===== config.mk =====
export PLATFORM = sky130hd
export DESIGN_NAME = hba_arbiter
export DESIGN_NICKNAME = d
export VERILOG_FILES = /design/src/rtl/hba_pkg.sv /design/src/rtl/hba_cost_unit.sv /design/src/rtl/hba_pick.sv /design/src/rtl/hba_history.sv /design/src/rtl/hba_arbiter.sv
export SDC_FILE = /design/constraint.sdc
export NUM_CORES = 1
export LEC_CHECK = 0
export BUFFER_PORTS_ARGS = -buffer_cell sky130_fd_sc_hd__buf_2
export CAP_MARGIN = 20
export CORE_MARGIN = 2
export CORE_UTILIZATION = 53
export CTS_CLUSTER_DIAMETER = 40
export CTS_CLUSTER_SIZE = 24
export DETAILED_ROUTE_END_ITERATION = 8
export PLACE_DENSITY = 0.86
export RECOVER_POWER = 100
export SLEW_MARGIN = 30
export SYNTH_ARGS = -nofsm -noshare
export SYNTH_HDL_FRONTEND = slang
export SYNTH_SLANG_ARGS = --single-unit

===== constraint.sdc =====
create_clock -name clk -period 15.3 [get_ports clk]
set_input_delay 0 -clock clk [delete_from_list [all_inputs] [get_ports clk]]
set_output_delay 0 -clock clk [all_outputs]
set_load 0.01 [all_outputs]

===== src/rtl/hba_pkg.sv =====
`timescale 1ns/1ps
package hba_pkg;
  localparam int RANK_W = 2;
  localparam int BANK_W = 2;
  localparam int PORT_W = 1;
  localparam int CMD_W  = 1 + RANK_W + BANK_W + PORT_W;
  localparam int COST_W = 4;

  typedef struct packed {
    logic              wr;
    logic [RANK_W-1:0] rank;
    logic [BANK_W-1:0] bank;
    logic [PORT_W-1:0] port;
  } cmd_t;

  localparam logic [COST_W-1:0] W_BANK_RECENT = 4'd3;
  localparam logic [COST_W-1:0] W_BANK_OLDER  = 4'd2;
  localparam logic [COST_W-1:0] W_RD_AFTER_WR = 4'd2;
  localparam logic [COST_W-1:0] W_WR_AFTER_RD = 4'd1;

  function automatic logic same_bank(input cmd_t a, input cmd_t b);
    return (a.rank == b.rank) && (a.bank == b.bank);
  endfunction

  // Conflict score of one candidate against the two-entry history.
  function automatic logic [COST_W-1:0] conflict_cost(
    input cmd_t c, input logic rv, input cmd_t r, input logic ov, input cmd_t o);
    logic [COST_W-1:0] s;
    s = '0;
    if (rv && same_bank(c, r))                      s = s + W_BANK_RECENT;
    if (ov && same_bank(c, o))                      s = s + W_BANK_OLDER;
    if (rv && !c.wr && r.wr && (c.rank == r.rank))  s = s + W_RD_AFTER_WR;
    if (rv && c.wr && !r.wr && (c.port != r.port))  s = s + W_WR_AFTER_RD;
    return s;
  endfunction
endpackage


===== src/rtl/hba_cost_unit.sv =====
`timescale 1ns/1ps
module hba_cost_unit
  import hba_pkg::*;
(
  input  cmd_t              cand,
  input  logic              recent_v,
  input  cmd_t              recent,
  input  logic              older_v,
  input  cmd_t              older,
  output logic [COST_W-1:0] cost
);
  assign cost = conflict_cost(cand, recent_v, recent, older_v, older);
endmodule


===== src/rtl/hba_pick.sv =====
`timescale 1ns/1ps
module hba_pick
  import hba_pkg::*;
#(
  parameter int N_CAND = 8,
  localparam int IDX_W = (N_CAND > 1) ? $clog2(N_CAND) : 1
) (
  input  logic [N_CAND-1:0]        valid,
  input  logic [N_CAND-1:0]        is_wr,
  input  logic [N_CAND*COST_W-1:0] cost_vec,
  input  logic                     prefer_wr,
  output logic                     any,
  output logic [IDX_W-1:0]         idx
);
  logic [COST_W-1:0] best_cost;
  logic              best_mis;
  logic [COST_W-1:0] c_i;
  logic              m_i;

  // Ordered scan: lower score first, then class match, then lowest slot.
  always_comb begin
    any       = 1'b0;
    idx       = '0;
    best_cost = '1;
    best_mis  = 1'b1;
    c_i       = '0;
    m_i       = 1'b0;
    for (int i = 0; i < N_CAND; i++) begin
      c_i = cost_vec[i*COST_W +: COST_W];
      m_i = (is_wr[i] != prefer_wr);
      if (valid[i]) begin
        if (!any || (c_i < best_cost) || ((c_i == best_cost) && !m_i && best_mis)) begin
          any       = 1'b1;
          idx       = IDX_W'(i);
          best_cost = c_i;
          best_mis  = m_i;
        end
      end
    end
  end
endmodule


===== src/rtl/hba_history.sv =====
`timescale 1ns/1ps
module hba_history
  import hba_pkg::*;
#(
  parameter int CREDIT_W = 6,
  parameter int WEIGHT_W = 3
) (
  input  logic                       clk,
  input  logic                       rst_n,
  input  logic                       push,
  input  cmd_t                       push_cmd,
  input  logic [WEIGHT_W-1:0]        wr_weight,
  output logic                       recent_v,
  output cmd_t                       recent,
  output logic                       older_v,
  output cmd_t                       older,
  output logic signed [CREDIT_W-1:0] credit
);
  localparam int CMAX = (1 << (CREDIT_W-1)) - 1;
  localparam int CMIN = -(1 << (CREDIT_W-1));

  function automatic logic signed [CREDIT_W-1:0] step_credit(
    input logic signed [CREDIT_W-1:0] cur, input logic wr, input logic [WEIGHT_W-1:0] w);
    int v;
    v = int'(cur);
    if (wr) v = v - int'({1'b0, w});
    else    v = v + 1;
    if (v > CMAX) v = CMAX;
    if (v < CMIN) v = CMIN;
    return v[CREDIT_W-1:0];
  endfunction

  always_ff @(posedge clk or negedge rst_n) begin
    if (!rst_n) begin
      recent_v <= 1'b0;
      recent   <= '0;
      older_v  <= 1'b0;
      older    <= '0;
      credit   <= '0;
    end else if (push) begin
      older_v  <= recent_v;
      older    <= recent;
      recent_v <= 1'b1;
      recent   <= push_cmd;
      credit   <= step_credit(credit, push_cmd.wr, wr_weight);
    end
  end
endmodule


===== src/rtl/hba_arbiter.sv =====
`timescale 1ns/1ps
module hba_arbiter
  import hba_pkg::*;
#(
  parameter int N_CAND   = 8,
  parameter int CREDIT_W = 6,
  parameter int WEIGHT_W = 3,
  localparam int IDX_W   = (N_CAND > 1) ? $clog2(N_CAND) : 1
) (
  input  logic                       clk,
  input  logic                       rst_n,
  input  logic [N_CAND-1:0]          cand_valid,
  input  logic [N_CAND-1:0]          cand_wr,
  input  logic [N_CAND*RANK_W-1:0]   cand_rank,
  input  logic [N_CAND*BANK_W-1:0]   cand_bank,
  input  logic [N_CAND*PORT_W-1:0]   cand_port,
  input  logic signed [CREDIT_W-1:0] mix_target,
  input  logic [WEIGHT_W-1:0]        wr_weight,
  output logic                       grant_valid,
  input  logic                       grant_ready,
  output logic [IDX_W-1:0]           grant_idx,
  output logic [1:0]                 hist_valid,
  output logic [CMD_W-1:0]           hist_recent,
  output logic [CMD_W-1:0]           hist_older,
  output logic signed [CREDIT_W-1:0] mix_credit
);
  cmd_t                    cand_cmd [N_CAND];
  logic [N_CAND*COST_W-1:0] cost_vec;
  logic                    recent_v, older_v;
  cmd_t                    recent, older;
  logic                    prefer_wr;
  logic                    handshake;
  cmd_t                    sel_cmd;

  for (genvar g = 0; g < N_CAND; g++) begin : g_cand
    assign cand_cmd[g] = '{wr:   cand_wr[g],
                           rank: cand_rank[g*RANK_W +: RANK_W],
                           bank: cand_bank[g*BANK_W +: BANK_W],
                           port: cand_port[g*PORT_W +: PORT_W]};
    hba_cost_unit u_cost (
      .cand     (cand_cmd[g]),
      .recent_v (recent_v),
      .recent   (recent),
      .older_v  (older_v),
      .older    (older),
      .cost     (cost_vec[g*COST_W +: COST_W])
    );
  end

  assign prefer_wr = !(mix_credit < mix_target);

  hba_pick #(.N_CAND(N_CAND)) u_pick (
    .valid     (cand_valid),
    .is_wr     (cand_wr),
    .cost_vec  (cost_vec),
    .prefer_wr (prefer_wr),
    .any       (grant_valid),
    .idx       (grant_idx)
  );

  assign sel_cmd   = cand_cmd[grant_idx];
  assign handshake = grant_valid && grant_ready;

  hba_history #(.CREDIT_W(CREDIT_W), .WEIGHT_W(WEIGHT_W)) u_hist (
    .clk       (clk),
    .rst_n     (rst_n),
    .push      (handshake),
    .push_cmd  (sel_cmd),
    .wr_weight (wr_weight),
    .recent_v  (recent_v),
    .recent    (recent),
    .older_v   (older_v),
    .older     (older),
    .credit    (mix_credit)
  );

  assign hist_valid  = {older_v, recent_v};
  assign hist_recent = recent;
  assign hist_older  = older;
endmodule


==> Word level (Yosys, flattened, before mapping) <==
Index checks and enable logic that the tools add are counted.
{ "word_totals": {"ff_bits": 20, "inputBits": 68, "out_inout_bits": 24, "word_cells": 332} }
{ "classes": {"addsub": 26, "n_lt_le_gt_ge": 11, "eq_ne": 55, "mux": 95, "bitwise_logic": 1, "n_reduce_logical": 133} }
{ "op_table": {"columns": ["operator", "count"], "rows": [
  ["4-bit 2-to-1 mux", 37],
  ["32-bit 2-to-1 mux", 4],
  ["1-bit logical AND", 95],
  ["2-bit equality test", 32],
  ["3-bit 2-to-1 mux", 13],
  ["4-bit by 1-bit adder with 4-bit output, second input constant", 8],
  ["4-bit by 2-bit adder with 4-bit output, second input constant", 8],
  ["32-bit by 6-bit greater-than comparator with 1-bit output, second input constant", 1],
  ["32-bit by 6-bit less-than comparator with 1-bit output, second input constant", 1],
  ["1-bit 2-to-1 mux", 29],
  ["4-bit equality test", 7],
  ["4-bit less-than comparator", 7],
  ["2-bit by 2-bit adder with 3-bit output, second input constant", 8],
  ["1-bit logical NOT", 24],
  ["6-bit binary-select mux with 3-bit select", 1],
  ["6-bit 2-to-1 mux", 3],
  ["2-bit 2-to-1 mux", 8],
  ["1-bit inequality test", 16],
  ["1-bit logical OR", 14],
  ["6-bit by 2-bit adder with 7-bit output, second input constant", 1],
  ["6-bit by 4-bit subtractor with 7-bit output", 1],
  ["6-bit less-than comparator", 1],
  ["4-bit greater-or-equal comparator, second input constant", 1],
  ["3-bit inverter with 4-bit output", 1]
]} }

==> Logic depth before layout (Yosys ltp) <==
Gate-level depths: netlist (run 1).
{ "logic_depth": {"depth_word": 64, "mapped_depth": 87, "mapped_depth_nobuf": 83} }

==> Hierarchy <==
A second synthesis (run 1) with hierarchy kept.
{ "hier_totals": {"hier_cells": 664, "hier_area_um2": 5566.6} }
{ "by_module_without_submodules": {"columns": ["module", "instances", "cells_per_inst", "area_each_um2", "seq_area_each_um2"], "rows": [
  ["hba_cost_unit", 8, 36, 262.8, 0.0],
  ["hba_pick", 1, 240, 1808.0, 0.0],
  ["hba_history", 1, 93, 1097.3, 500.5],
  ["hba_arbiter", 1, 43, 559.3, 0.0]
]} }

==> Worst setup path before layout (run 1) <==
No wires, ideal clock.
{ "synth_path": {"path_kind": "register to register", "startpoint": "reg u_hist.older[4] (netlist name)", "endpoint": "reg u_hist.credit[1]", "setup_time_ns": 0.134, "arrival_ns": 14.385, "required_ns": 15.166, "path_slack_ns": 0.780, "stages_incl_launch_ff": 84, "path_buffers": 4, "period_less_slack_ns": 14.520, "path_cell_list": "dfrtp_1 -> clkbuf_1 -> inv_1 -> a22o_1 -> or4_1 -> ha_1 -> xor2_1 -> ha_1 -> mux2_2 -> ha_1 -> nand4_1 -> mux2i_1 -> o311a_1 -> buf_6 -> mux2_2 -> inv_1 -> ha_1 -> nand2_1 -> [... 48 more ...] -> o21ai_0 -> nand2b_1 -> a21oi_1 -> o21ai_0 -> o211a_2 -> nand3_1 -> or4b_1 -> o2111ai_2 -> or3_1 -> ha_1 -> inv_1 -> fa_1 -> a21o_1 -> a21oi_1 -> o211ai_1 -> o21ai_0 -> and2_1 -> o31ai_1"} }
{ "synth_via": {"elab_chain_len": 62, "word_cells_on_any_way": 177, "cone_classes": "16 x add/sub; 9 x order compare; 15 x eq/ne; 85 x mux; 1 x bitwise; 51 x reduce/logical"} }
{ "synth_rtl": {"columns": ["item", "line", "text"], "rows": [
  ["branches (longest 50 deep; another with 4-bit by 2-bit adder with 4-bit output)", null, null],
  ["3-bit 2-to-1 mux *", "hba_pick.sv:31", "if (valid[i]) begin"],
  ["named net grant_idx[2]", "hba_arbiter.sv:21", "output logic [IDX_W-1:0] grant_idx,"],
  ["3-bit inverter with 4-bit output (not written as such) *", "hba_arbiter.sv:61", "assign sel_cmd = cand_cmd[grant_idx];"],
  ["6-bit binary-select mux with 3-bit select *", "hba_arbiter.sv:61", null],
  ["6-bit 2-to-1 mux (not written as such) * (2 in a row)", "hba_arbiter.sv:61", null],
  ["32-bit 2-to-1 mux *", "hba_history.sv:26", "if (wr) v = v - int'({1'b0, w});"],
  ["32-bit 2-to-1 mux *", "hba_history.sv:40", "end else if (push) begin"],
  ["32-bit by 6-bit greater-than comparator with 1-bit output", "hba_history.sv:28", "if (v > CMAX) v = CMAX;"],
  ["32-bit 2-to-1 mux *", "hba_history.sv:28", null],
  ["32-bit 2-to-1 mux *", "hba_history.sv:40", null],
  ["32-bit by 6-bit less-than comparator with 1-bit output", "hba_history.sv:29", "if (v < CMIN) v = CMIN;"],
  ["6-bit 2-to-1 mux *", "hba_history.sv:29", null],
  ["end signal: assignment", "hba_history.sv:45", "credit <= step_credit(credit, push_cmd.wr, wr_weight);"],
  ["end: declaration", "hba_history.sv:17", "output logic signed [CREDIT_W-1:0] credit"]
]} }
Mark *: on every way through the listed nets, which the timed path passes. The select of a mux whose other input is x is not followed.
A chain may end at the register's enable or synchronous reset.

==> Worst setup path after layout (run 1) <==
{ "layout_path": {"startpoint": "reg u_hist.older[4] (netlist name)", "endpoint": "reg u_hist.credit[1]"} }
{ "layout_via": {"elab_chain_len": 62, "word_cells_on_any_way": 177, "cone_classes": "16 x add/sub; 9 x order compare; 15 x eq/ne; 85 x mux; 1 x bitwise; 51 x reduce/logical"} }
{ "layout_rtl": {"columns": ["item"], "rows": [
  ["branches (longest 62 deep; another with 4-bit by 2-bit adder with 4-bit output)"]
]} }
Several ways; the timed one is not identified. The select of a mux whose other input is x is not followed.

==> results.py, run 1 <==
metrics = {
    "place": {
        "dp_hpwl_um": 12100,
        "numPlacedInstances": 903,
        "place_area_um2": 5740,
        "portBuffers": 91,
        "globalplace.congestion": 0.956,
    },
    "drt": {
        "post-route-drc-count": 0,
        "routedWlPerCell_um": 16.9,
        "via_count": 5517,
        "first_pass_iters": 5,
        "routed_wl_um": 15500,
        "drt_iter0_markers": 370,
        "viasPerCell": 5.98,
        "ant_nets": 0,
    },
    "critical_path": {
        "path_class": "reg -> reg",
        "slowest_stage": "or4_1",
        "startpoint": "u_hist.older[4]",
        "cp-start-kind": "flop",
        "crit_top_cell": "ha_1",
        "endpoint_kind": "flop",
        "cp_max_fo": 13,
        "r2r-start": "u_hist.older[4]",
        "crit_required_ps": 15410,
        "cp.arrival_ps": 14740,
        "cpPeakStageDelay_ps": 520,
    },
    "run": {
        "timing.max_cap.violations": 0,
    },
    "logic_synthesis": {
        "synth.distinct_cells": 76,
        "synth_area_leaders": "ha_1, dfrtp_1, xnor2_1, xor2_1, nand2_1",
        "yosys.area.top_type_share": 0.150,
        "synth_ff_type": "dfrtp_1",
        "synthesis.area_um2": 5170,
        "async_reset_ff_frac": 1.00,
        "ys_seq_area_frac": 0.0969,
        "synth_edf_count": 0,
        "syn_nets": 821,
        "synth-seq-cells": 20,
        "yosysWarnings": 0,
        "syn_avg_cell_area_um2": 7.49,
        "synthCells": 690,
        "synth_top_area_cell": "ha_1",
    },
    "cts": {
        "cts_max_path_buffers": 2,
        "insertion_delay_ps": 260,
        "cts_buffers": 3,
        "root_buffer": "clkbuf_8",
        "clk_pin_slew_ps": 80,
        "cts.sinks": 20,
        "cts_tree": "yes",
        "htree_levels": 1,
    },
    "floorplan": {
        "dieArea_um2": 10600,
        "die-width_um": 103,
        "initial_core_util": 0.536,
        "coreArea_um2": 9640,
        "ios": 92,
        "die_h_um": 103,
        "num_rows": 36,
    },
    "final_layout": {
        "final_cell_count_no_fill": 922,
        "final_cell_mix": "nand2_1, buf_2, ha_1",
        "regArea_um2": 500,
        "nets": 921,
        "n_fill_cell": 827,
        "area_growth_pct": 16.8,
        "insertedDiodeCount": 0,
        "fin_area_um2": 6040,
        "drive_gt1_frac": 0.203,
        "final_common_cell": "nand2_1",
        "multiInputGateArea_um2": 4490,
    },
    "timing": {
        "finalClockSkew_ps": 5.12,
        "fin_crit_ps": 14630,
        "finalSetupViolCount": 0,
        "worst_pin_slew_ps": 1100,
        "timing.fmax_ghz": 0.0683,
        "period_share": 0.956,
        "maxSlewViolCount": 0,
        "hold_viol": 0,
        "slew-limit-headroom": 0.268,
    },
    "global_routing": {
        "antenna_found_initial": 0,
        "grt_overflow": 0,
        "grt_pass1_vias": 4789,
        "grt_max_degree": 28,
        "grt_usage": 0.275,
        "grt_pass1_wl_um": 23200,
    },
    "worst_hold_path": {
        "hold_class": "in -> reg",
        "min_from": "cand_port[3]",
    },
    "status": {
        "outcome": "complete, no violations",
    },
}
cell families (layout without fill, tap and decap cells):
| family | after synthesis | in the layout | share of synthesized area |
|---|---|---|---|
| simple gates | 244 | 244 | 0.231 |
| compound gates | 159 | 159 | 0.218 |
| xor+xnor | 102 | 102 | 0.176 |
| buf+inv | 72 | 171 | 0.0642 |
| fa+ha+maj | 64 | 64 | 0.156 |
| mux | 29 | 29 | 0.0586 |
| flops | 20 | 20 | 0.0969 |
cell type report:
class	count	area share
Clock inverter	1	0.00497
Sequential cell	20	0.0829
Tap cell	133	0.0276
Multi-Input combinational cell	598	0.744
Clock buffer	3	0.00684
Inverter	48	0.0298
Timing Repair Buffer	119	0.104
synthesized netlist by cell type (14+ instances only):
cell and number:
a21oi_1 33, and3_1 14, dfrtp_1 20, ha_1 62
inv_1 46, mux2i_1 19, nand2_1 81, nand3_1 30
nor2_1 48, nor3_1 20, o21a_1 16, o21ai_0 24
xnor2_1 52, xor2_1 48
critical path: cells and delay by family, from the launching register on:
family	cells	cell delay [ps]
multiplexers	4	1230
adder cells (fa/ha/maj)	10	2920
buffers and inverters	5	470
flip-flops	1	380
AO/OA/AOI/OAI	34	5750
XOR/XNOR	2	430
AND/OR/NAND/NOR	20	3240
repair_timing:
item | CTS | global route
hold buffers | 1 | 0
pin swaps | 0 | 9
setup endpoints to repair | 6 | 6
cloned | 0 | 0
setup buffers | 0 | 14
gates resized for setup | 4 | 38
endpoints found under the hold margin | 20 | 0
final timing paths:
kind	cells past startpoint	endpoint	slack, ps
max in group asynchronous	2	u_hist.recent[0]	14180
max	75	u_hist.credit[1]	670
min reg2reg	2	u_hist.older[5]	490
min in group asynchronous	2	u_hist.older[0]	460
max reg2reg	75	u_hist.credit[1]	670
min	3	u_hist.recent[0]	110
registers in the layout, indices dropped and copies added, names as in the netlist:
name,flops
u_hist.older,6
u_hist.recent_v,1
u_hist.older_v,1
u_hist.credit,6
u_hist.recent,6
per-layer routing:
layer | wire [um] | global-route usage
met2 | 7320 | 0.456
met5 | 0 | 0
met4 | 329 | 0.0759
met1 | 6720 | 0.383
met3 | 1180 | 0.0244
metrics by stage:
stage          hold WS, ps  setup TNS [ps]   util  worst slack, ps
6_report               111               0  0.626              667
5_1_grt                134            -871  0.626             -185
4_1_cts                111               0  0.604             46.0
3_5_place_dp         -24.1           -1220  0.595             -272
3_3_place_gp         -23.8               0  0.595              188
2_1_floorplan         -296               0      -              780
Power of run 1 is not shown: default switching activity piles up to over one toggle a cycle in this logic, so the estimate is an artifact.
==> inputs of run 2 (changes only) <==
CELL_PAD_IN_SITES_DETAIL_PLACEMENT = 1   (was unset)
CELL_PAD_IN_SITES_GLOBAL_PLACEMENT = 1   (was unset)
CORE_UTILIZATION = 38   (was 53)
==> run 2 against run 1 <==
Effect of this change: clock skew is 1.4 ps lower; first-iteration DRC count up 15%; sequential share of layout area fell by 0.33 points; cell area up 4.2%; die area is 38% higher; critical path depth shrank 4; clock-buffer cell count is 1 higher; worst hold slack better by 53 ps; final cell count rose by 5.9%; global-route usage decreased by 2.0 points.
==> results.py, run 2 (synthesized netlist as in run 1, its figures left out) <==
metrics = {
    "final_layout": {
        "nets": 931,
        "final_common_cell": "nand2_1",
        "n_fill_cell": 1722,
        "top_regs": "u_hist.credit (6), u_hist.older (6), u_hist.recent (6)",
        "final_cell_mix": "nand2_1, buf_2, ha_1",
        "final_cell_count_no_fill": 976,
        "multiInputGateArea_um2": 4600,
        "regArea_um2": 500,
        "area_growth_pct": 21.7,
        "drive_gt1_frac": 0.229,
    },
    "critical_path": {
        "cp.arrival_ps": 15210,
        "endpoint": "u_hist.credit[0]",
        "cpPeakStageDelay_ps": 510,
        "path_class": "reg -> reg",
        "reg2reg_to": "u_hist.credit[0]",
        "crit_top_cell": "ha_1",
        "crit_required_ps": 15470,
        "cp-start-kind": "flop",
        "startpoint": "u_hist.older[4]",
        "endpoint_kind": "flop",
        "rrSetupSlack_ps": 260,
        "r2r-start": "u_hist.older[4]",
        "worst-r2r-cell-count": 71,
        "cp_max_fo": 9,
        "slowest_stage": "or4_4",
    },
    "drt": {
        "first_pass_iters": 7,
        "via_count": 5803,
        "routedWlPerCell_um": 21.0,
        "drt_iter0_markers": 425,
        "ant_nets": 0,
        "wl_met1_um": 8620,
        "routed_wl_um": 20500,
        "route.met2.wl_um": 10200,
        "dr_wl_met3_um": 1100,
        "viasPerCell": 5.95,
        "top_layer": "met4",
        "post-route-drc-count": 0,
    },
    "floorplan": {
        "coreArea_um2": 13200,
        "initial_core_util": 0.390,
        "ios": 92,
        "die-width_um": 121,
        "dieArea_um2": 14500,
        "die_h_um": 121,
        "num_rows": 42,
    },
    "status": {
        "outcome": "complete, no violations",
    },
    "global_routing": {
        "grt_pass1_wl_um": 29800,
        "grt_max_degree": 28,
        "grt_usage": 0.254,
        "grt_pass1_vias": 5789,
        "grt_overflow": 0,
        "antenna_found_initial": 1,
    },
    "timing": {
        "holdWs_ps": 164,
        "fin_crit_ps": 15040,
        "finalClockSkew_ps": 3.72,
        "finalSetupViolCount": 0,
        "period_share": 0.983,
        "timing.fmax_ghz": 0.0665,
        "worst_pin_slew_ps": 1170,
        "slew-limit-headroom": 0.217,
        "maxSlewViolCount": 0,
        "hold_viol": 0,
        "setup_tns_ps": 0,
    },
    "cts": {
        "cts_tree": "yes",
        "insertion_delay_ps": 250,
        "cts_max_path_buffers": 2,
        "clk_pin_slew_ps": 60,
        "cts.sinks": 20,
        "root_buffer": "clkbuf_16",
        "cts_buffers": 3,
        "htree_levels": 1,
    },
    "place": {
        "numPlacedInstances": 951,
        "portBuffers": 91,
        "dp_hpwl_um": 15200,
        "globalplace.congestion": 0.901,
    },
    "worst_hold_path": {
        "hold_class": "in -> reg",
    },
    "run": {
        "timing.max_cap.violations": 0,
    },
}
## run 2: worst min-delay path by stage
| stage | start | endpoint | slack (ps) | cells past startpoint |
|---|---|---|---|---|
| 2_1_floorplan | rst_n | u_hist.credit[0] | -300 | 0 |
| 3_3_place_gp | rst_n | u_hist.older[5] | -30 | 1 |
| 3_5_place_dp | rst_n | u_hist.older[5] | -10 | 1 |
| 4_1_cts | cand_rank[4] | u_hist.recent[3] | 150 | 3 |
| 5_1_grt | cand_bank[5] | u_hist.recent[2] | 180 | 3 |
| 6_report | cand_rank[4] | u_hist.recent[3] | 160 | 3 |
## run 2: repair_timing
action,in CTS,in global routing
gates cloned,0,1
setup buffers,4,14
endpoints found under the hold margin,20,0
pin swaps,2,16
resized for setup,6,55
setup endpoints to repair,6,6
hold buffers,1,0
## run 2: per-stage QoR
step	setup WS, ps	utilization	cell area (um^2)
detailed placement	-342	0.440	5830
floorplan	780	-	5170
global placement	318	0.440	5830
global route	-364	0.475	6290
CTS	9.12	0.451	5970
finish	260	0.475	6290
## run 2: final cells by class
type	count	area share
Inverter	48	0.0286
Antenna cell	1	0.000398
Clock buffer	4	0.0141
Sequential cell	20	0.0796
Tap cell	176	0.0350
Multi-Input combinational cell	599	0.732
Timing Repair Buffer	128	0.110
## run 2: critical path: cells and delay by family (launching register included)
kind | cells | cell delay, ps
AO/OA/AOI/OAI | 30 | 5280
XOR/XNOR | 1 | 180
adder cells (fa/ha/maj) | 12 | 3460
buffers and inverters | 6 | 660
flip-flops | 1 | 370
multiplexers | 4 | 1280
AND/OR/NAND/NOR | 18 | 3680
## run 2: routing by layer
metal / up-vias / GRT usage
li1: 2667 / -
met1: 2841 / 0.331
met2: 234 / 0.451
met3: 61 / 0.0165
met4: 0 / 0.0741
met5: - / 0
Power of run 2 is left out for the same reason.
